==> config.mk <==
export PLATFORM = sky130hd
export DESIGN_NAME = cfg_status_reg
export DESIGN_NICKNAME = d
export VERILOG_FILES = /design/src/rtl/cfg_status_pkg.sv /design/src/rtl/stat_event_map.sv /design/src/rtl/stat_sticky_flag.sv /design/src/rtl/stat_cfg_decode.sv /design/src/rtl/cfg_status_reg.sv
export SDC_FILE = /design/constraint.sdc
export NUM_CORES = 1
export LEC_CHECK = 0
export BUFFER_PORTS_ARGS = -buffer_cell sky130_fd_sc_hd__buf_2
export CORE_UTILIZATION = 27
export DETAILED_ROUTE_END_ITERATION = 8
export GPL_ROUTABILITY_DRIVEN = 0
export PLACE_DENSITY_LB_ADDON = 0.15
export SETUP_SLACK_MARGIN = 0.15
export SYNTH_ARGS = -nofsm -noshare
export SYNTH_HDL_FRONTEND = slang
export SYNTH_SLANG_ARGS = --single-unit
==> constraint.sdc <==
create_clock -name clk -period 2 [get_ports clk]
set_input_delay 0.4 -clock clk [delete_from_list [all_inputs] [get_ports clk]]
set_output_delay 0.4 -clock clk [all_outputs]
set_load 0.02 [all_outputs]
==> src/rtl/cfg_status_pkg.sv <==
package cfg_status_pkg;
  localparam int unsigned DATA_W    = 32;
  localparam int unsigned BE_W      = DATA_W / 8;
  localparam int unsigned STAT_W    = 16;
  localparam int unsigned NUM_FLAGS = 6;

  // Sticky flag slots, in the order of the flag vector
  localparam int unsigned F_DATAPAR = 0;  // status bit 8
  localparam int unsigned F_CA_SENT = 1;  // status bit 11
  localparam int unsigned F_CA_RCVD = 2;  // status bit 12
  localparam int unsigned F_UR_RCVD = 3;  // status bit 13
  localparam int unsigned F_SYS_ERR = 4;  // status bit 14
  localparam int unsigned F_PAR_DET = 5;  // status bit 15

  // Status bit position of each flag slot (software decodes these)
  function automatic int unsigned flag_pos(input int unsigned slot);
    return (slot == F_DATAPAR) ? 8 : (slot + 10);
  endfunction
endpackage

==> src/rtl/stat_event_map.sv <==
module stat_event_map
  import cfg_status_pkg::*;
(
  input  logic                 cmd_perr_en,
  input  logic                 cmd_serr_en,
  input  logic                 ev_poison_rx,
  input  logic                 ev_errmsg_tx,
  input  logic                 ev_cpl_ur_rx,
  input  logic                 ev_cpl_ca_rx,
  input  logic                 ev_cpl_ca_tx,
  input  logic                 ev_poison_cpl_rx,
  input  logic                 ev_poison_wr_tx,
  output logic [NUM_FLAGS-1:0] flag_set
);
  always_comb begin
    flag_set            = '0;
    flag_set[F_PAR_DET] = ev_poison_rx;
    flag_set[F_SYS_ERR] = ev_errmsg_tx & cmd_serr_en;
    flag_set[F_UR_RCVD] = ev_cpl_ur_rx;
    flag_set[F_CA_RCVD] = ev_cpl_ca_rx;
    flag_set[F_CA_SENT] = ev_cpl_ca_tx;
    flag_set[F_DATAPAR] = cmd_perr_en & (ev_poison_cpl_rx | ev_poison_wr_tx);
  end
endmodule

==> src/rtl/stat_sticky_flag.sv <==
module stat_sticky_flag (
  input  logic clk,
  input  logic rst_n,
  input  logic set_i,
  input  logic clr_i,
  output logic flag_o
);
  logic flag_q;
  logic flag_d;
  logic flag_en;

  always_comb begin
    flag_en = set_i | clr_i;
    flag_d  = set_i;
  end

  always_ff @(posedge clk or negedge rst_n) begin
    if (!rst_n) begin
      flag_q <= 1'b0;
    end else if (flag_en) begin
      flag_q <= flag_d;
    end
  end

  assign flag_o = flag_q;


  sticky_hold_chk: assert property (@(posedge clk) disable iff (!rst_n)
    (!set_i && !clr_i) |=> (flag_o == $past(flag_o)));


  set_wins_chk: assert property (@(posedge clk) disable iff (!rst_n)
    set_i |=> flag_o);


  w1c_drop_chk: assert property (@(posedge clk) disable iff (!rst_n)
    (clr_i && !set_i) |=> !flag_o);
endmodule

==> src/rtl/stat_cfg_decode.sv <==
module stat_cfg_decode
  import cfg_status_pkg::*;
#(
  parameter int unsigned ADDR_W     = 10,
  parameter int unsigned STAT_DWORD = 1
) (
  input  logic [ADDR_W-1:0]    cfg_addr,
  input  logic                 cfg_wr,
  input  logic [BE_W-1:0]      cfg_be,
  input  logic [DATA_W-1:0]    cfg_wdata,
  output logic                 addr_hit,
  output logic [NUM_FLAGS-1:0] flag_clr
);
  localparam logic [ADDR_W-1:0] HIT_ADDR = ADDR_W'(STAT_DWORD);
  localparam int unsigned       STAT_LSB = DATA_W - STAT_W;
  localparam int unsigned       HI_LANE  = (STAT_LSB + 8) / 8;

  logic hi_wr;

  assign addr_hit = (cfg_addr == HIT_ADDR);
  assign hi_wr    = cfg_wr & addr_hit & cfg_be[HI_LANE];

  for (genvar g = 0; g < NUM_FLAGS; g++) begin : g_clr
    assign flag_clr[g] = hi_wr & cfg_wdata[STAT_LSB + flag_pos(g)];
  end

  logic unused_wr_bits;
  assign unused_wr_bits = ^{cfg_be[HI_LANE-1:0], cfg_wdata[STAT_LSB+10:STAT_LSB+9],
                            cfg_wdata[STAT_LSB+7:0]};
endmodule

==> src/rtl/cfg_status_reg.sv <==
module cfg_status_reg
  import cfg_status_pkg::*;
#(
  parameter int unsigned ADDR_W     = 10,
  parameter int unsigned STAT_DWORD = 1
) (
  input  logic              clk,
  input  logic              rst_n,
  input  logic [ADDR_W-1:0] cfg_addr,
  input  logic              cfg_wr,
  input  logic [3:0]        cfg_be,
  input  logic [31:0]       cfg_wdata,
  output logic [31:0]       cfg_rdata,
  input  logic              cmd_perr_en,
  input  logic              cmd_serr_en,
  input  logic              intr_pending,
  input  logic              ev_poison_rx,
  input  logic              ev_errmsg_tx,
  input  logic              ev_cpl_ur_rx,
  input  logic              ev_cpl_ca_rx,
  input  logic              ev_cpl_ca_tx,
  input  logic              ev_poison_cpl_rx,
  input  logic              ev_poison_wr_tx
);
  logic [NUM_FLAGS-1:0] flag_set;
  logic [NUM_FLAGS-1:0] flag_clr;
  logic [NUM_FLAGS-1:0] flag_q;
  logic                 addr_hit;
  logic [STAT_W-1:0]    status;

  stat_event_map u_map (
    .cmd_perr_en      (cmd_perr_en),
    .cmd_serr_en      (cmd_serr_en),
    .ev_poison_rx     (ev_poison_rx),
    .ev_errmsg_tx     (ev_errmsg_tx),
    .ev_cpl_ur_rx     (ev_cpl_ur_rx),
    .ev_cpl_ca_rx     (ev_cpl_ca_rx),
    .ev_cpl_ca_tx     (ev_cpl_ca_tx),
    .ev_poison_cpl_rx (ev_poison_cpl_rx),
    .ev_poison_wr_tx  (ev_poison_wr_tx),
    .flag_set         (flag_set)
  );

  stat_cfg_decode #(
    .ADDR_W     (ADDR_W),
    .STAT_DWORD (STAT_DWORD)
  ) u_dec (
    .cfg_addr  (cfg_addr),
    .cfg_wr    (cfg_wr),
    .cfg_be    (cfg_be),
    .cfg_wdata (cfg_wdata),
    .addr_hit  (addr_hit),
    .flag_clr  (flag_clr)
  );

  for (genvar g = 0; g < NUM_FLAGS; g++) begin : g_flag
    stat_sticky_flag u_flag (
      .clk    (clk),
      .rst_n  (rst_n),
      .set_i  (flag_set[g]),
      .clr_i  (flag_clr[g]),
      .flag_o (flag_q[g])
    );
  end

  always_comb begin
    status    = '0;
    status[4] = 1'b1;
    status[3] = intr_pending;
    for (int i = 0; i < NUM_FLAGS; i++) begin
      status[flag_pos(i)] = flag_q[i];
    end
    cfg_rdata = addr_hit ? {status, {(DATA_W-STAT_W){1'b0}}} : '0;
  end


  serr_gate_chk: assert property (@(posedge clk) disable iff (!rst_n)
    (!cmd_serr_en && !flag_q[F_SYS_ERR]) |=> !flag_q[F_SYS_ERR]);


  perr_gate_chk: assert property (@(posedge clk) disable iff (!rst_n)
    (!cmd_perr_en && !flag_q[F_DATAPAR]) |=> !flag_q[F_DATAPAR]);


  poison_set_chk: assert property (@(posedge clk) disable iff (!rst_n)
    ev_poison_rx |=> flag_q[F_PAR_DET]);


  low_half_zero_chk: assert property (@(posedge clk) disable iff (!rst_n)
    cfg_rdata[15:0] == 16'h0);
endmodule

==> results.yml <==
timing:
  hold_viol_final: 0
  rsz0062_at_grt: "yes"
  fmax_ghz: 0.488
  holdWs_ns: 0.333
  period_needed_ns: 2.05
  setup_ws_ns: -0.0476
  setup_viol: 6
  clock_skew_ns: 0
  drv_slew: 0
  post-route-period-util: 1.02
worst_setup_path:
  reg2reg_depth: 3
  endpoint_kind: "output port"
  cp-start-kind: "input port"
  arrival_ns: 1.65
  path_class: "input port to output port"
  critPathMaxFanout: 5
  cp.required_ns: 1.60
grt:
  track_usage: 0.101
  grt_max_degree: 7
  grt_pass1_wl_um: 1550
  grt-ovfl-total: 0
  antenna_found_initial: 0
  grt_pass1_vias: 392
floorplanning:
  start_util: 0.285
  rows: 16
  die_w_um: 47.3
  core_sq_um: 1940
  dieArea_sq_um: 2230
  die_y_um: 47.3
  ioPinCount: 91
cells_and_area:
  num_antenna_cells: 0
  final_util: 0.441
  synthToLayoutAreaGrowth_pct: 55.0
  largest_reg_flops: 6
  nFillCells: 211
  multi_input_comb_area_sq_um: 313
  register_area_sq_um: 150
  fin_cells: 138
  drive_gt1_frac: 0.541
  final_net_count: 172
cts:
  root_buffer: "clkbuf_4"
  insertion_delay_ns: 0.24
  h-tree-depth: 1
  ctsLongestPathBuffers: 2
  clkSlewWorstSetupHoldPaths_ns: 0.05
  tritoncts: "built"
  numCtsBuffers: 3
  clock_sink_count: 6
hold_path:
  hold_path_depth: 2
  hold_class: "input port to register"
yosys:
  ys_ff_latch: 6
  synth-xor-area-share: 0
  synth-seq-area-share: 0.271
  synth_compound_area_frac: 0.0950
  synthSimpleGateAreaFrac: 0.253
  ys_types: 18
  synth-edff-count: 0
  synth.cell_area_sq_um: 553
  synth_top_area_frac: 0.339
  ys_warn_count: 0
  synthTopCellsByArea: "buf_4 (34%), dfrtp_1 (27%), and2_1 (6.8%)"
  async_reset_ff_frac: 1.00
  synthMuxAreaShare: 0
  syn_avg_cell_area_sq_um: 8.64
  synth_top_family_by_area: "buffers and inverters"
  synth_area_leader_cell: "buf_4"
  synthFlopType: "dfrtp_1"
  synthCells: 64
  synthAdderAreaFrac: 0
place:
  dp.cells: 131
  place_ws_ns: -0.135
  hpwl_um: 915
  port-buffer-count: 37
routing:
  first_iter_violations: 7
  post_drt_via_cell_ratio: 3.67
  first_pass_iters: 7
  ant_nets: 0
  drt-total-wl_um: 1080
  drc: 0
  wl_per_cell_um: 7.81
  via_count: 506
power:
  pwr-share-comb: 0.283
  power_density_nw_per_um2: 379
  cell_internal_pwr_w: 0.000222
  power_frac_seq: 0.375
  total_power_w: 0.000325
  leakagePower_nw: 0.463
  peakVddDrop_uv: 190
  switchingPower_w: 0.000103
  power.share.switching: 0.316
  clockPowerShare: 0.341
status:
  status: "complete, but fails checks"
  violations: "negative setup slack"
job:
  drv_cap: 0
## path summary, 6_finish.rpt
path / startpoint / slack (ns) / endpoint
min: cfg_wdata[27] / 0.33 / g_flag[1].u_flag.flag_o
min in group asynchronous: rst_n / 0.52 / g_flag[0].u_flag.flag_o
max reg2reg: g_flag[4].u_flag.flag_o / 1.13 / g_flag[4].u_flag.flag_o
max: cfg_addr[1] / -0.05 / cfg_rdata[24]
min reg2reg: g_flag[0].u_flag.flag_o / 0.50 / g_flag[0].u_flag.flag_o
max in group asynchronous: rst_n / 1.33 / g_flag[2].u_flag.flag_o
## logic make-up after synthesis
group	count (synthesis)
flip-flops	6
AO/OA/AOI/OAI	8
AND/OR/NAND/NOR	19
buffers and inverters	30
other	1
## repair_timing
item | 4_1_cts | 5_1_grt
setup buffers | 3 | 0
setup endpoints to repair | 8 | 8
resized for setup | 22 | 1
hold endpoints to repair | 6 | 0
pin swaps | 9 | 0
hold buffers | 1 | 0
## worst max-delay path, stage by stage
cell and delay (ns):
buf_6 0.09, or4b_4 0.55, nor3_4 0.23, buf_6 0.14, and2_4 0.13, buf_6 0.11
## power groups by stage
stage | Clock, W | Sequential (W) | Combinational (W)
floorplan | 0 | 0.000124 | 0.0000872
global placement | 0 | 0.000124 | 0.0000845
detailed placement | 0 | 0.000124 | 0.0000857
CTS | 0.000117 | 0.000122 | 0.0000913
global route | 0.000125 | 0.000121 | 0.000103
finish | 0.000111 | 0.000122 | 0.0000920
## synthesized netlist by cell type (2+ instances only)
cell type and n:
a31oi_1 4, and2_1 6, buf_4 25, dfrtp_1 6, inv_1 5, nand2_1 2, nor2_1 4, o21ai_0 2
## final cells by class
| cell class | instances | share of cell area |
|---|---|---|
| Clock buffer | 3 | 0.0263 |
| Tap cell | 27 | 0.0394 |
| Timing Repair Buffer | 46 | 0.372 |
| Multi-Input combinational cell | 51 | 0.365 |
| Inverter | 5 | 0.0219 |
| Sequential cell | 6 | 0.175 |
## cell usage in the layout, fill, tap and decap left out, drive strengths merged
master	n
a2bb2oi	1
or4b	1
inv	5
a31oi	4
o41ai	1
nor4	2
nand3	1
o21ai	2
dlygate4sd3	1
dfrtp	6
nand2	2
or2	1
nor2	4
or4	1
and2	6
clkbuf	3
conb	24
nor3	1
buf	45
## through the flow
stage	TNS (ns)	cell area (sq um)
floorplan	0	656
global placement	-0.738	724
detailed placement	-0.832	724
CTS	-0.233	848
global route	-0.479	857
finish	-0.244	857
## metal layers
metal | track usage | wire length, um | up-vias
met5 | 0 | 0 | -
met4 | 0.0514 | 0 | 0
met3 | 0.0231 | 114 | 0
met2 | 0.167 | 541 | 32
met1 | 0.123 | 422 | 215
li1 | - | - | 259
Note: power is estimated with default switching activity, not from simulation.
